### config.mk
export PLATFORM = sky130hd
export DESIGN_NAME = txn_admit
export DESIGN_NICKNAME = d
export VERILOG_FILES = /design/src/rtl/txn_admit_pkg.sv /design/src/rtl/txn_admit_framer.sv /design/src/rtl/txn_admit_slots.sv /design/src/rtl/txn_admit.sv
export SDC_FILE = /design/constraint.sdc
export NUM_CORES = 1
export LEC_CHECK = 0
export ABC_AREA = 1
export BUFFER_PORTS_ARGS = -buffer_cell sky130_fd_sc_hd__buf_2
export CAP_MARGIN = 20
export CORE_ASPECT_RATIO = 1.1
export CORE_MARGIN = 2
export CORE_UTILIZATION = 37
export DETAILED_ROUTE_END_ITERATION = 16
export PLACE_DENSITY = 0.89
export SETUP_SLACK_MARGIN = 0.3
export SLEW_MARGIN = 0
export SYNTH_ARGS = -nofsm -noshare
export SYNTH_HDL_FRONTEND = slang
export SYNTH_HIERARCHICAL = 1
export SYNTH_SLANG_ARGS = --single-unit
### constraint.sdc
create_clock -name clk -period 2.3 [get_ports clk]
set_input_delay 0.115 -clock clk [delete_from_list [all_inputs] [get_ports clk]]
set_output_delay 0.115 -clock clk [all_outputs]
set_load 0.02 [all_outputs]
### src/rtl/txn_admit_pkg.sv
package txn_admit_pkg;

    localparam int WORD_W  = 32;
    localparam int ID_W    = 4;
    localparam int OP_W    = 4;
    localparam int NADDR_W = 12;

    localparam logic [OP_W-1:0] OP_REQUEST = 4'd1;
    localparam logic [OP_W-1:0] OP_SEND    = 4'd2;
    localparam logic [OP_W-1:0] OP_REFUSE  = 4'd3;
    localparam logic [OP_W-1:0] OP_DELIVER = 4'd4;
    localparam logic [OP_W-1:0] OP_MCAST   = 4'd5;
    localparam logic [OP_W-1:0] OP_STREAM  = 4'd6;

    typedef struct packed {
        logic [ID_W-1:0]    txn_id;
        logic [OP_W-1:0]    opcode;
        logic [NADDR_W-1:0] from_node;
        logic [NADDR_W-1:0] to_node;
    } hdr_t;

    typedef enum logic {ROUTE_QUEUE = 1'b0, ROUTE_RETURN = 1'b1} route_e;

    // Data-only and refusal traffic never occupies a slot.
    function automatic logic takes_slot(input logic [OP_W-1:0] op);
        return (op != OP_SEND) && (op != OP_REFUSE);
    endfunction

    function automatic hdr_t refuse_hdr(input hdr_t h);
        hdr_t r;
        r.txn_id    = h.txn_id;
        r.opcode    = OP_REFUSE;
        r.from_node = h.to_node;
        r.to_node   = h.from_node;
        return r;
    endfunction

endpackage

### src/rtl/txn_admit_framer.sv
module txn_admit_framer
    import txn_admit_pkg::*;
#(
    parameter int WORDS = 4
) (
    input  logic   clk,
    input  logic   rst,
    input  logic   fire,
    input  route_e hdr_route,
    output logic   at_hdr,
    output route_e route_now
);
    localparam int IDX_W = (WORDS > 1) ? $clog2(WORDS) : 1;
    localparam logic [IDX_W-1:0] LAST = IDX_W'(WORDS - 1);

    logic [IDX_W-1:0] idx_q;
    route_e           route_q;

    assign at_hdr    = (idx_q == '0);
    assign route_now = at_hdr ? hdr_route : route_q;

    always_ff @(posedge clk) begin
        if (rst) begin
            idx_q   <= '0;
            route_q <= ROUTE_QUEUE;
        end else if (fire) begin
            idx_q <= (idx_q == LAST) ? '0 : idx_q + 1'b1;
            if (at_hdr) begin
                route_q <= hdr_route;
            end
        end
    end
endmodule

### src/rtl/txn_admit_slots.sv
module txn_admit_slots #(
    parameter int MAX_OUTSTANDING = 8,
    localparam int CNT_W = $clog2(MAX_OUTSTANDING + 1)
) (
    input  logic             clk,
    input  logic             rst,
    input  logic             take,
    input  logic             release_req,
    output logic [CNT_W-1:0] count,
    output logic             full
);
    logic release_ok;

    assign release_ok = release_req && (count != '0);
    assign full       = (count >= CNT_W'(MAX_OUTSTANDING));

    always_ff @(posedge clk) begin
        if (rst) begin
            count <= '0;
        end else begin
            unique case ({take, release_ok})
                2'b10:   count <= count + 1'b1;
                2'b01:   count <= count - 1'b1;
                default: count <= count;
            endcase
        end
    end
endmodule

### src/rtl/txn_admit.sv
module txn_admit
    import txn_admit_pkg::*;
#(
    parameter int MAX_OUTSTANDING = 8,
    parameter int DESC_WORDS      = 4,
    localparam int CNT_W = $clog2(MAX_OUTSTANDING + 1)
) (
    input  logic              clk,
    input  logic              rst,
    input  logic              net_valid,
    output logic              net_ready,
    input  logic [WORD_W-1:0] net_data,
    output logic              q_valid,
    input  logic              q_ready,
    output logic [WORD_W-1:0] q_data,
    output logic              rej_valid,
    input  logic              rej_ready,
    output logic [WORD_W-1:0] rej_data,
    input  logic              done_pulse,
    output logic [CNT_W-1:0]  live_count
);
    hdr_t   hdr_in;
    logic   wants_slot;
    logic   slots_full;
    logic   at_hdr;
    logic   fire;
    logic   take;
    route_e hdr_route;
    route_e route_now;

    assign hdr_in     = hdr_t'(net_data);
    assign wants_slot = takes_slot(hdr_in.opcode);
    assign hdr_route  = (wants_slot && slots_full) ? ROUTE_RETURN : ROUTE_QUEUE;

    txn_admit_framer #(.WORDS(DESC_WORDS)) u_framer (
        .clk       (clk),
        .rst       (rst),
        .fire      (fire),
        .hdr_route (hdr_route),
        .at_hdr    (at_hdr),
        .route_now (route_now)
    );

    assign net_ready = (route_now == ROUTE_RETURN) ? rej_ready : q_ready;
    assign fire      = net_valid && net_ready;
    assign q_valid   = net_valid && (route_now == ROUTE_QUEUE);
    assign rej_valid = net_valid && (route_now == ROUTE_RETURN);
    assign q_data    = net_data;
    assign rej_data  = at_hdr ? WORD_W'(refuse_hdr(hdr_in)) : net_data;
    assign take      = fire && at_hdr && wants_slot && (hdr_route == ROUTE_QUEUE);

    txn_admit_slots #(.MAX_OUTSTANDING(MAX_OUTSTANDING)) u_slots (
        .clk         (clk),
        .rst         (rst),
        .take        (take),
        .release_req (done_pulse),
        .count       (live_count),
        .full        (slots_full)
    );
endmodule

== After elaboration in Yosys (flattened, before gate mapping) ==
Index checks and enable logic that the tools add are counted.
Storage, ports and cells
  memory bits (read-only): 0
  output and inout bits: 71
  register bits after elaboration: 7
  logic and storage cells: 32
  latch bits: 0
  bits in writable memories: 0
  bits of input ports: 38
  memories: 0
Operators by class
  mux-type cells: 6
  magnitude comparators: 1
  bitwise logic cells: 2
  divide/modulo/power cells: 0
  shifts and indexed selects: 0
  add/subtract/negate cells: 3
  multipliers: 0
  equal/unequal tests: 5
  reductions and logical operators: 12
Operators by type and width (number)
  two-way mux 28 bit: 1
  logical AND 1 bit: 9
  inequality test 4 x 2 -> 1 bit, second input constant: 2
  case mux 4 bit (2 select lines): 1
  adder 4 x 1 -> 4 bit, second input constant: 1
  equality test 2 bit, second input constant: 2
  >= comparator 4 bit, second input constant: 1
  nonzero test 4 bit: 1
  subtractor 4 x 1 -> 4 bit, second input constant: 1
  two-way mux 1 bit: 3
  adder 2 x 1 -> 2 bit, second input constant: 1
  equality test 2 x 1 -> 1 bit, second input constant: 1
  logical NOT 2 bit: 1
  two-way mux 2 bit: 1
  inverter 1 bit: 2
  nonzero test 2 bit: 1

== Longest topological paths before layout ==
Gate-level depths: netlist of the first run.
  depth in word-level cells: 12
  mapped depth: 21
  depth with buffers taken out: 21

== By module ==
The synthesis of the first run kept the hierarchy.
By module, submodules not included
  txn_admit: area an instance 698.2 µm², seq. area each 0.0 µm², times used 1, cells an instance 127
  txn_admit_slots: area an instance 305.3 µm², seq. area each 80.1 µm², times used 1, cells an instance 43
  txn_admit_framer: area an instance 165.2 µm², seq. area each 60.1 µm², times used 1, cells an instance 25

== Worst setup path before layout of the first run ==
Ideal clock, no wire load.
  kind: register to register
  start point: register u_slots.count[3]
  end point: register u_slots.count[2]
  period minus slack after synthesis: 2.217 ns
  cell stages (with the launch flop): 19
  slack: 0.083 ns
  required time: 2.187 ns
  data arrival time: 2.104 ns
  buffers on the path: 1
  path through: dfxtp_1 clkbuf_1 nand2_1 inv_1 nand2_1 nand2_1 inv_1 nand2_1 nand3_1 nor2_1 inv_1 ha_1 nand2_1 nand2_2 ha_1 a21oi_1 xnor2_1 o21ai_1 inv_1
Between the ends
  longest elaborated chain between the ends: 11
RTL lines
  start, declared: line txn_admit_slots.sv:9  | output logic [CNT_W-1:0] count,
  start signal, assigned: line txn_admit_slots.sv:22  | 2'b10: count <= count + 1'b1;
  start signal, assigned: line txn_admit_slots.sv:23  | 2'b01: count <= count - 1'b1;
  start signal, assigned: line txn_admit_slots.sv:24  | default: count <= count;
  >= comparator 4 bit *: line txn_admit_slots.sv:15  | assign full = (count >= CNT_W'(MAX_OUTSTANDING));
  via slots_full: line txn_admit.sv:24  | logic slots_full;
  logical AND 1 bit *: line txn_admit.sv:33  | assign hdr_route = (wants_slot && slots_full) ? ROUTE_RETURN : ROUTE_QUEUE;
  two-way mux 1 bit *: line txn_admit.sv:33
  via hdr_route: line txn_admit.sv:28  | route_e hdr_route;
  two-way mux 1 bit *: line txn_admit_framer.sv:20  | assign route_now = at_hdr ? hdr_route : route_q;
  via route_now: line txn_admit.sv:29  | route_e route_now;
  two-way mux 1 bit *: line txn_admit.sv:44  | assign net_ready = (route_now == ROUTE_RETURN) ? rej_ready : q_ready;
  logical AND 1 bit *: line txn_admit.sv:45  | assign fire = net_valid && net_ready;
  logical AND 1 bit * (3 in a row): line txn_admit.sv:50  | assign take = fire && at_hdr && wants_slot && (hdr_route == ROUTE_QUEUE);
  via take: line txn_admit.sv:27  | logic take;
  equality test 2 x 1 -> 1 bit / equality test 2 bit (equally long branches): line txn_admit_slots.sv:21  | unique case ({take, release_ok})
  case mux 4 bit (2 select lines) / nonzero test 2 bit (equally long branches)
The timed path passes the listed nets; every way through them passes the cells marked *.
A chain may end at the register's enable or synchronous reset.

== Final worst setup path of the first run ==
  start point: register u_framer.idx_q[1]
  end point: register u_slots.count[2]
Between the ends
  longest elaborated chain between the ends: 9
RTL lines
  start, declared: line txn_admit_framer.sv:16  | logic [IDX_W-1:0] idx_q;
  start signal, assigned: line txn_admit_framer.sv:27  | idx_q <= (idx_q == LAST) ? '0 : idx_q + 1'b1;
  logical NOT 2 bit *: line txn_admit_framer.sv:19  | assign at_hdr = (idx_q == '0);
  via at_hdr: line txn_admit.sv:25  | logic at_hdr;
  two-way mux 1 bit *: line txn_admit_framer.sv:20
  via route_now: line txn_admit.sv:29
  two-way mux 1 bit *: line txn_admit.sv:44
  logical AND 1 bit *: line txn_admit.sv:45
  logical AND 1 bit * (3 in a row): line txn_admit.sv:50
  via take: line txn_admit.sv:27
  equality test 2 x 1 -> 1 bit / equality test 2 bit (equally long branches): line txn_admit_slots.sv:21
  case mux 4 bit (2 select lines) / nonzero test 2 bit (equally long branches)
Marked as above.

==> results by group, run 1 <==
Worst hold path
  • Min-Delay Path Depth: 2
  • Worst hold path class: input port to flop

Worst setup path
  • Startpoint class of the critical path: flop
  • R2r setup slk: 0.18 ns
  • Required time of the critical path: 2.44 ns
  • Crit path buffers/inverters: 6
  • Largest delay share family, worst path: simple AND/OR/NAND/NOR gates
  • R2R cell count: 19
  • CP peak stage delay: 0.33 ns
  • Slowest cell on crit path: dfxtp_2
  • Setup crit end kind: flop
  • Crit. path cell count: 19
  • Critical Setup Path Class: flop to flop
  • Crit-path cells: inv_2, ha_4, inv_2, nand2_2, nand2_2, inv_2, nand2_2, nand3_2, nor2_2, inv_2, ha_4, inv_2, nand2_2, nand2_4, ha_4, a21oi_2, xnor2_1, o21ai_1, inv_1
  • Worst Path Max Fanout: 4
  • Crit-path most repeated cell: inv_2
  • CP Data Arrival Time: 2.26 ns

Clock network
  • Clk buf depth: 2
  • # H-tree levels: 1
  • TritonCTS clock tree: done
  • Root buf cell: clkbuf_4
  • Cts bufs inserted: 3
  • CTS Sinks: 7
  • Clock slew at reported path FFs: 0.05 ns
  • Insertion delay to the later sink of the worst-skew pair: 0.25 ns

Synth
  • Yosys reg bits: 7
  • Post-Syn Nets: 238
  • Share of synthesized registers carrying an async set or reset: 0%
  • Synthesized cell area: 1169 um2
  • Sequential area share after synthesis: 11.99%
  • Most used DFF post-synth: dfxtp_1
  • Cells after synthesis: 195
  • Syn Area/Cell: 5.993 um2
  • Post-synth cell types: 23
  • EDFF count, synth: 0
  • Ys Warns: 6

Detailed routing
  • 1st-iter DRT viols: 59
  • Detailed-route via count: 1385
  • Residual DRC count: 0
  • Pre-antenna DRT Iters: 4
  • Routed WL per cell: 10.75 um
  • Vias per inst: 4.586
  • DRT antenna net count: 0
  • Final wirelength: 3245 um

GRT
  • Met1 GRT Util: 18.85%
  • Gr usage total: 16.70%
  • Met2 Usage GRT: 32.10%
  • Total grt overflow: 0
  • First-pass GRT wire length: 4947 um
  • GRT met3 Usage: 1.656%
  • Largest net degree at the start of global routing: 25
  • Vias in the first global route: 1154
  • Initial antenna violation count: 0
  • Busiest grt layer: met2

Timing
  • Setup violations, final: 0
  • Hold slack: 0.1161 ns
  • Least-Margin Pin Slew: 0.3092 ns
  • Fmax: 471.4 MHz
  • Final Hold Viols: 0
  • Setup TNS: 0 ns
  • Final period util: 92.22%
  • Unrepaired setup endpoints after global routing: yes
  • Worst slew margin: 79.36%
  • Final clock skew: 0.003187 ns
  • Minimum clock period: 2.121 ns
  • Pins Over Slew Limit: 0

Layout
  • Layout area overhead: 37.69%
  • # nets final: 312
  • Ratio of cells with drive above 1 in the final layout: 55.60%
  • Filler cells: 292
  • N_diodes: 0

Place
  • Gpl congestion: 0.7949
  • Detailed placement HPWL: 2287 um
  • # port buffers: 96

Power
  • Pwr Density: 1022 nW/um2
  • Peak VDD IR: 0.0006715 V
  • P_leak: 0.9964 nW

Floorplan
  • Starting Density: 38.67%
  • Area of the core: 3022 um2
  • Die Y: 62.94 um
  • IO Count: 109
  • Die ar.: 3624 um2
  • Rows: 21
  • Die width: 57.59 um

Job
  • MaxCap Viol Count: 0

Status
  • Outcome: complete, no violations
-- cells in the mapped netlist, drive strengths merged, types with 2 or more instances --
cell type	number	area (um2)
a21oi	4	20.02
buf	41	319.0
dfxtp	7	140.1
ha	5	62.56
inv	39	146.4
nand2	45	171.4
nand3	6	35.03
nor2	13	58.81
o21ai	26	148.9
or2	2	12.51
xnor2	2	17.52
-- sequential cells by signal (all words and copies together), names as in the netlist --
register          count
u_slots/count         4
u_framer/idx_q        2
u_framer/route_q      1
-- path summary, 6_finish.rpt --
kind | from | to
max | u_framer/idx_q[1]$_SDFFE_PP0P_ | u_slots/count[2]$_SDFFE_PP0P_
min | rst | u_slots/count[1]$_SDFFE_PP0P_
min reg2reg | u_framer/idx_q[0]$_SDFFE_PP0P_ | u_framer/idx_q[0]$_SDFFE_PP0P_
max reg2reg | u_framer/idx_q[1]$_SDFFE_PP0P_ | u_slots/count[2]$_SDFFE_PP0P_
-- cells in the final DEF, fill, tap and decap left out, drive strengths merged --
cell,n
a211oi,1
a21oi,4
buf,111
clkbuf,4
dfxtp,7
ha,5
inv,39
nand2,45
nand3,6
nand3b,1
nor2,13
o21ai,26
o31a,1
or2,2
xnor2,2
xor2,1
-- layout make-up --
class                   count  area, um2  share of cell area, %
clock buffers               4      26.28                  1.633
inverters                  39      148.9                  9.254
multi-input cells         107      648.1                  40.28
flip-flops and latches      7      146.4                  9.098
well taps                  34      42.54                  2.644
repair buffers            111      596.8                  37.09
-- metal layers --
| layer | routed length, um | up-vias | share of wire, % |
|---|---|---|---|
| met5 | 0 | - | 0 |
| met2 | 1779 | 71 | 55 |
| li1 | - | 699 | - |
| met3 | 240 | 4 | 7.4 |
| met1 | 1170 | 611 | 36 |
| met4 | 55 | 0 | 1.7 |
-- per-stage QoR --
| step | utilization (%) | instances | cell area (um2) | setup slack (ns) | total power [mW] |
|---|---|---|---|---|---|
| finish | 53.25 | 302 | 1609 | 0.1788 | 1.644 |
| CTS | 51.64 | 300 | 1560 | 0.3082 | 1.524 |
| floorplan | - | 195 | 1185 | 0.3002 | 1.066 |
| detailed placement | 46.58 | 286 | 1408 | 0.1292 | 1.286 |
| global placement | 46.58 | 286 | 1408 | 0.2324 | 1.268 |
| global route | 53.25 | 302 | 1609 | 0.02592 | 1.784 |
-- where the power goes --
part	switching, mW	leakage (nW)	internal, mW
Combinational	0.794	0.922	0.510
Sequential	0.0605	0.0592	0.170
Clock	0.0435	0.0150	0.0661
Total	0.898	0.996	0.746
-- logic make-up (layout without fill, tap and decap cells) --
kind of cell	count (synthesis)	in the layout	synth area share [%]
adder cells (fa/ha/maj)	5	5	5.353
AND/OR/NAND/NOR	67	67	24.41
XOR/XNOR	3	3	2.249
buffers and inverters	81	154	40.15
flip-flops	7	7	11.99
AO/OA/AOI/OAI	32	32	15.85
-- repair_timing --
action                                  CTS  global route
endpoints found under the setup margin    3             6
gates resized for setup                  15            12
hold buffers                              0             0
setup buffers                            10             2
pin swaps                                 6            11
(Power assumes the default switching activity.)
==> run 2, diff against run 1 <==
Settings changed: RECOVER_POWER set to 25.
==> results by group, run 2 (same netlist as run 1, synthesis figures left out) <==
Status
  • Outcome: complete, no violations

Layout
  • Top flop regs: u_slots/count (4), u_framer/idx_q (2), u_framer/route_q (1)
  • Most common cell after layout, fill and taps aside: buf_2
  • N_diodes: 0 (unchanged)
  • # nets final: 312 (unchanged)
  • Layout area overhead: 36.51%
  • Ratio of cells with drive above 1 in the final layout: 51.49% (-4.1 points)
  • Non-Filler Instances: 302 (unchanged)
  • Commonest non-fill, non-tap cells in the layout: buf_2, nand2_1, inv_1
  • Top reg by flops: u_slots/count
  • Largest register FFs: 4 (unchanged)
  • Filler cells: 297 (+1.7%)

Worst setup path
  • Critical Setup Path Class: flop to flop
  • CP peak stage delay: 0.33 ns (about the same)
  • CP Data Arrival Time: 2.26 ns (about the same)
  • Setup crit end kind: flop
  • Crit path buffers/inverters: 6 (unchanged)
  • Required time of the critical path: 2.44 ns (about the same)
  • Slowest cell on crit path: dfxtp_2
  • Largest delay share family, worst path: simple AND/OR/NAND/NOR gates
  • Startpoint class of the critical path: flop
  • Worst Path Max Fanout: 4 (unchanged)
  • Crit-path cells: inv_2, ha_4, inv_2, nand2_2, nand2_2, inv_2, nand2_2, nand3_2, nor2_2, inv_2, ha_4, inv_2, nand2_2, nand2_4, ha_4, a21oi_2, xnor2_1, o21ai_1, inv_1
  • Crit-path most repeated cell: inv_2

Floorplan
  • Die ar.: 3624 um2 (unchanged)
  • Starting Density: 38.67% (unchanged)
  • Die width: 57.59 um (unchanged)
  • Area of the core: 3022 um2 (unchanged)
  • Rows: 21 (unchanged)
  • IO Count: 109 (unchanged)
  • Die Y: 62.94 um (unchanged)

Clock network
  • Clock slew at reported path FFs: 0.05 ns (about the same)
  • # H-tree levels: 1 (unchanged)
  • CTS Sinks: 7 (unchanged)
  • Cts hold-fix bufs: 0 (unchanged)
  • Cts bufs inserted: 3 (unchanged)
  • Clk buf depth: 2 (unchanged)
  • Root buf cell: clkbuf_4
  • Insertion delay to the later sink of the worst-skew pair: 0.25 ns (about the same)
  • TritonCTS clock tree: done

Timing
  • Setup TNS: 0 ns (unchanged)
  • Worst slew margin: 79.35% (about the same)
  • Fmax: 470.6 MHz (-0.17%)
  • Least-Margin Pin Slew: 0.3093 ns (+0.00007927 ns)
  • Pins Over Slew Limit: 0 (unchanged)
  • Final period util: 92.38% (+0.16 points)
  • Final Hold Viols: 0 (unchanged)
  • Minimum clock period: 2.125 ns (+0.003606 ns)
  • Unrepaired setup endpoints after global routing: yes
  • Setup violations, final: 0 (unchanged)
  • Hold slack: 0.1169 ns (+0.0008120 ns)
  • Final clock skew: 0.003303 ns (+0.0001156 ns)

Detailed routing
  • Final wirelength: 3275 um (+0.92%)
  • Pre-antenna DRT Iters: 4 (unchanged)
  • Detailed-route via count: 1385 (unchanged)
  • Routed WL per cell: 10.84 um (+0.92%)
  • Residual DRC count: 0 (unchanged)
  • DRT antenna net count: 0 (unchanged)
  • 1st-iter DRT viols: 59 (unchanged)
  • Vias per inst: 4.586 (unchanged)

Power
  • Peak VDD IR: 0.0006798 V (+1.2%)
  • Pwr Density: 1032 nW/um2 (+1.0%)
  • Final Total Pwr: 1.646 mW (+0.14%)
  • P_leak: 0.9662 nW (-3.0%)

GRT
  • Vias in the first global route: 1154 (unchanged)
  • First-pass GRT wire length: 4947 um (unchanged)
  • Initial antenna violation count: 0 (unchanged)
  • Gr usage total: 16.70% (unchanged)
  • Largest net degree at the start of global routing: 25 (unchanged)
  • Total grt overflow: 0 (unchanged)

Place
  • Gpl congestion: 0.7949 (unchanged)
  • # port buffers: 96 (unchanged)
  • Detailed placement HPWL: 2287 um (unchanged)
  • Inst Count DP: 286 (unchanged)

Job
  • MaxCap Viol Count: 0 (unchanged)

Worst hold path
  • Worst hold path class: input port to flop
-- run 2: worst reg2reg max path: cells and delay by family (launching register included) --
family | cells | cell delay (ns)
flip-flops | 1 | 0.33
adder cells (fa/ha/maj) | 3 | 0.47
AO/OA/AOI/OAI | 2 | 0.17
XOR/XNOR | 1 | 0.13
AND/OR/NAND/NOR | 7 | 0.58
buffers and inverters | 6 | 0.33
-- run 2: per-layer routing --
metal | vias up | track usage (%) | part of all wire, % | routed length [um]
met1 | 609 | 18.85 | 36 | 1190
met4 | 0 | 4.360 | 1.3 | 42
met5 | - | 0 | 0 | 0
met3 | 6 | 1.656 | 7.5 | 246
li1 | 699 | - | - | -
met2 | 71 | 32.10 | 55 | 1796
-- run 2: layout make-up --
cell class / count / area, um2 / share of cell area, %
Multi-Input combinational cell: 107 / 648.1 / 40.63
Timing Repair Buffer: 111 / 583.1 / 36.55
Inverter: 39 / 148.9 / 9.333
Sequential cell: 7 / 146.4 / 9.176
Tap cell: 34 / 42.54 / 2.667
Clock buffer: 4 / 26.28 / 1.647
-- run 2: timing repair --
action,CTS,global route
pin swaps,6,11
resized for setup,15,12
endpoints found under the setup margin,3,6
setup buffers,10,2
-- run 2: power by group --
group | total [mW] | switching, mW | leakage, nW | internal, mW
Sequential | 0.230 | 0.0606 | 0.0592 | 0.170
Clock | 0.110 | 0.0437 | 0.0150 | 0.0661
Combinational | 1.31 | 0.798 | 0.892 | 0.508
Total | 1.65 | 0.903 | 0.966 | 0.744
-- run 2: final timing paths --
check | startpoint | end | slack [ns] | cells after the start
setup / recovery | u_framer/idx_q[1]$_SDFFE_PP0P_ | u_slots/count[2]$_SDFFE_PP0P_ | 0.18 | 19
hold / removal | rst | u_slots/count[1]$_SDFFE_PP0P_ | 0.12 | 2
setup reg to reg | u_framer/idx_q[1]$_SDFFE_PP0P_ | u_slots/count[2]$_SDFFE_PP0P_ | 0.18 | 19
hold reg to reg | u_framer/idx_q[0]$_SDFFE_PP0P_ | u_framer/idx_q[0]$_SDFFE_PP0P_ | 0.49 | 2
-- run 2: stage by stage --
stage,worst slack (ns),util [%],area (um2)
detailed placement,0.1292,46.58,1408
CTS,0.3082,51.64,1560
global route,0.02592,52.80,1595
finish,0.1752,52.80,1595
global placement,0.2324,46.58,1408
floorplan,0.3002,-,1185
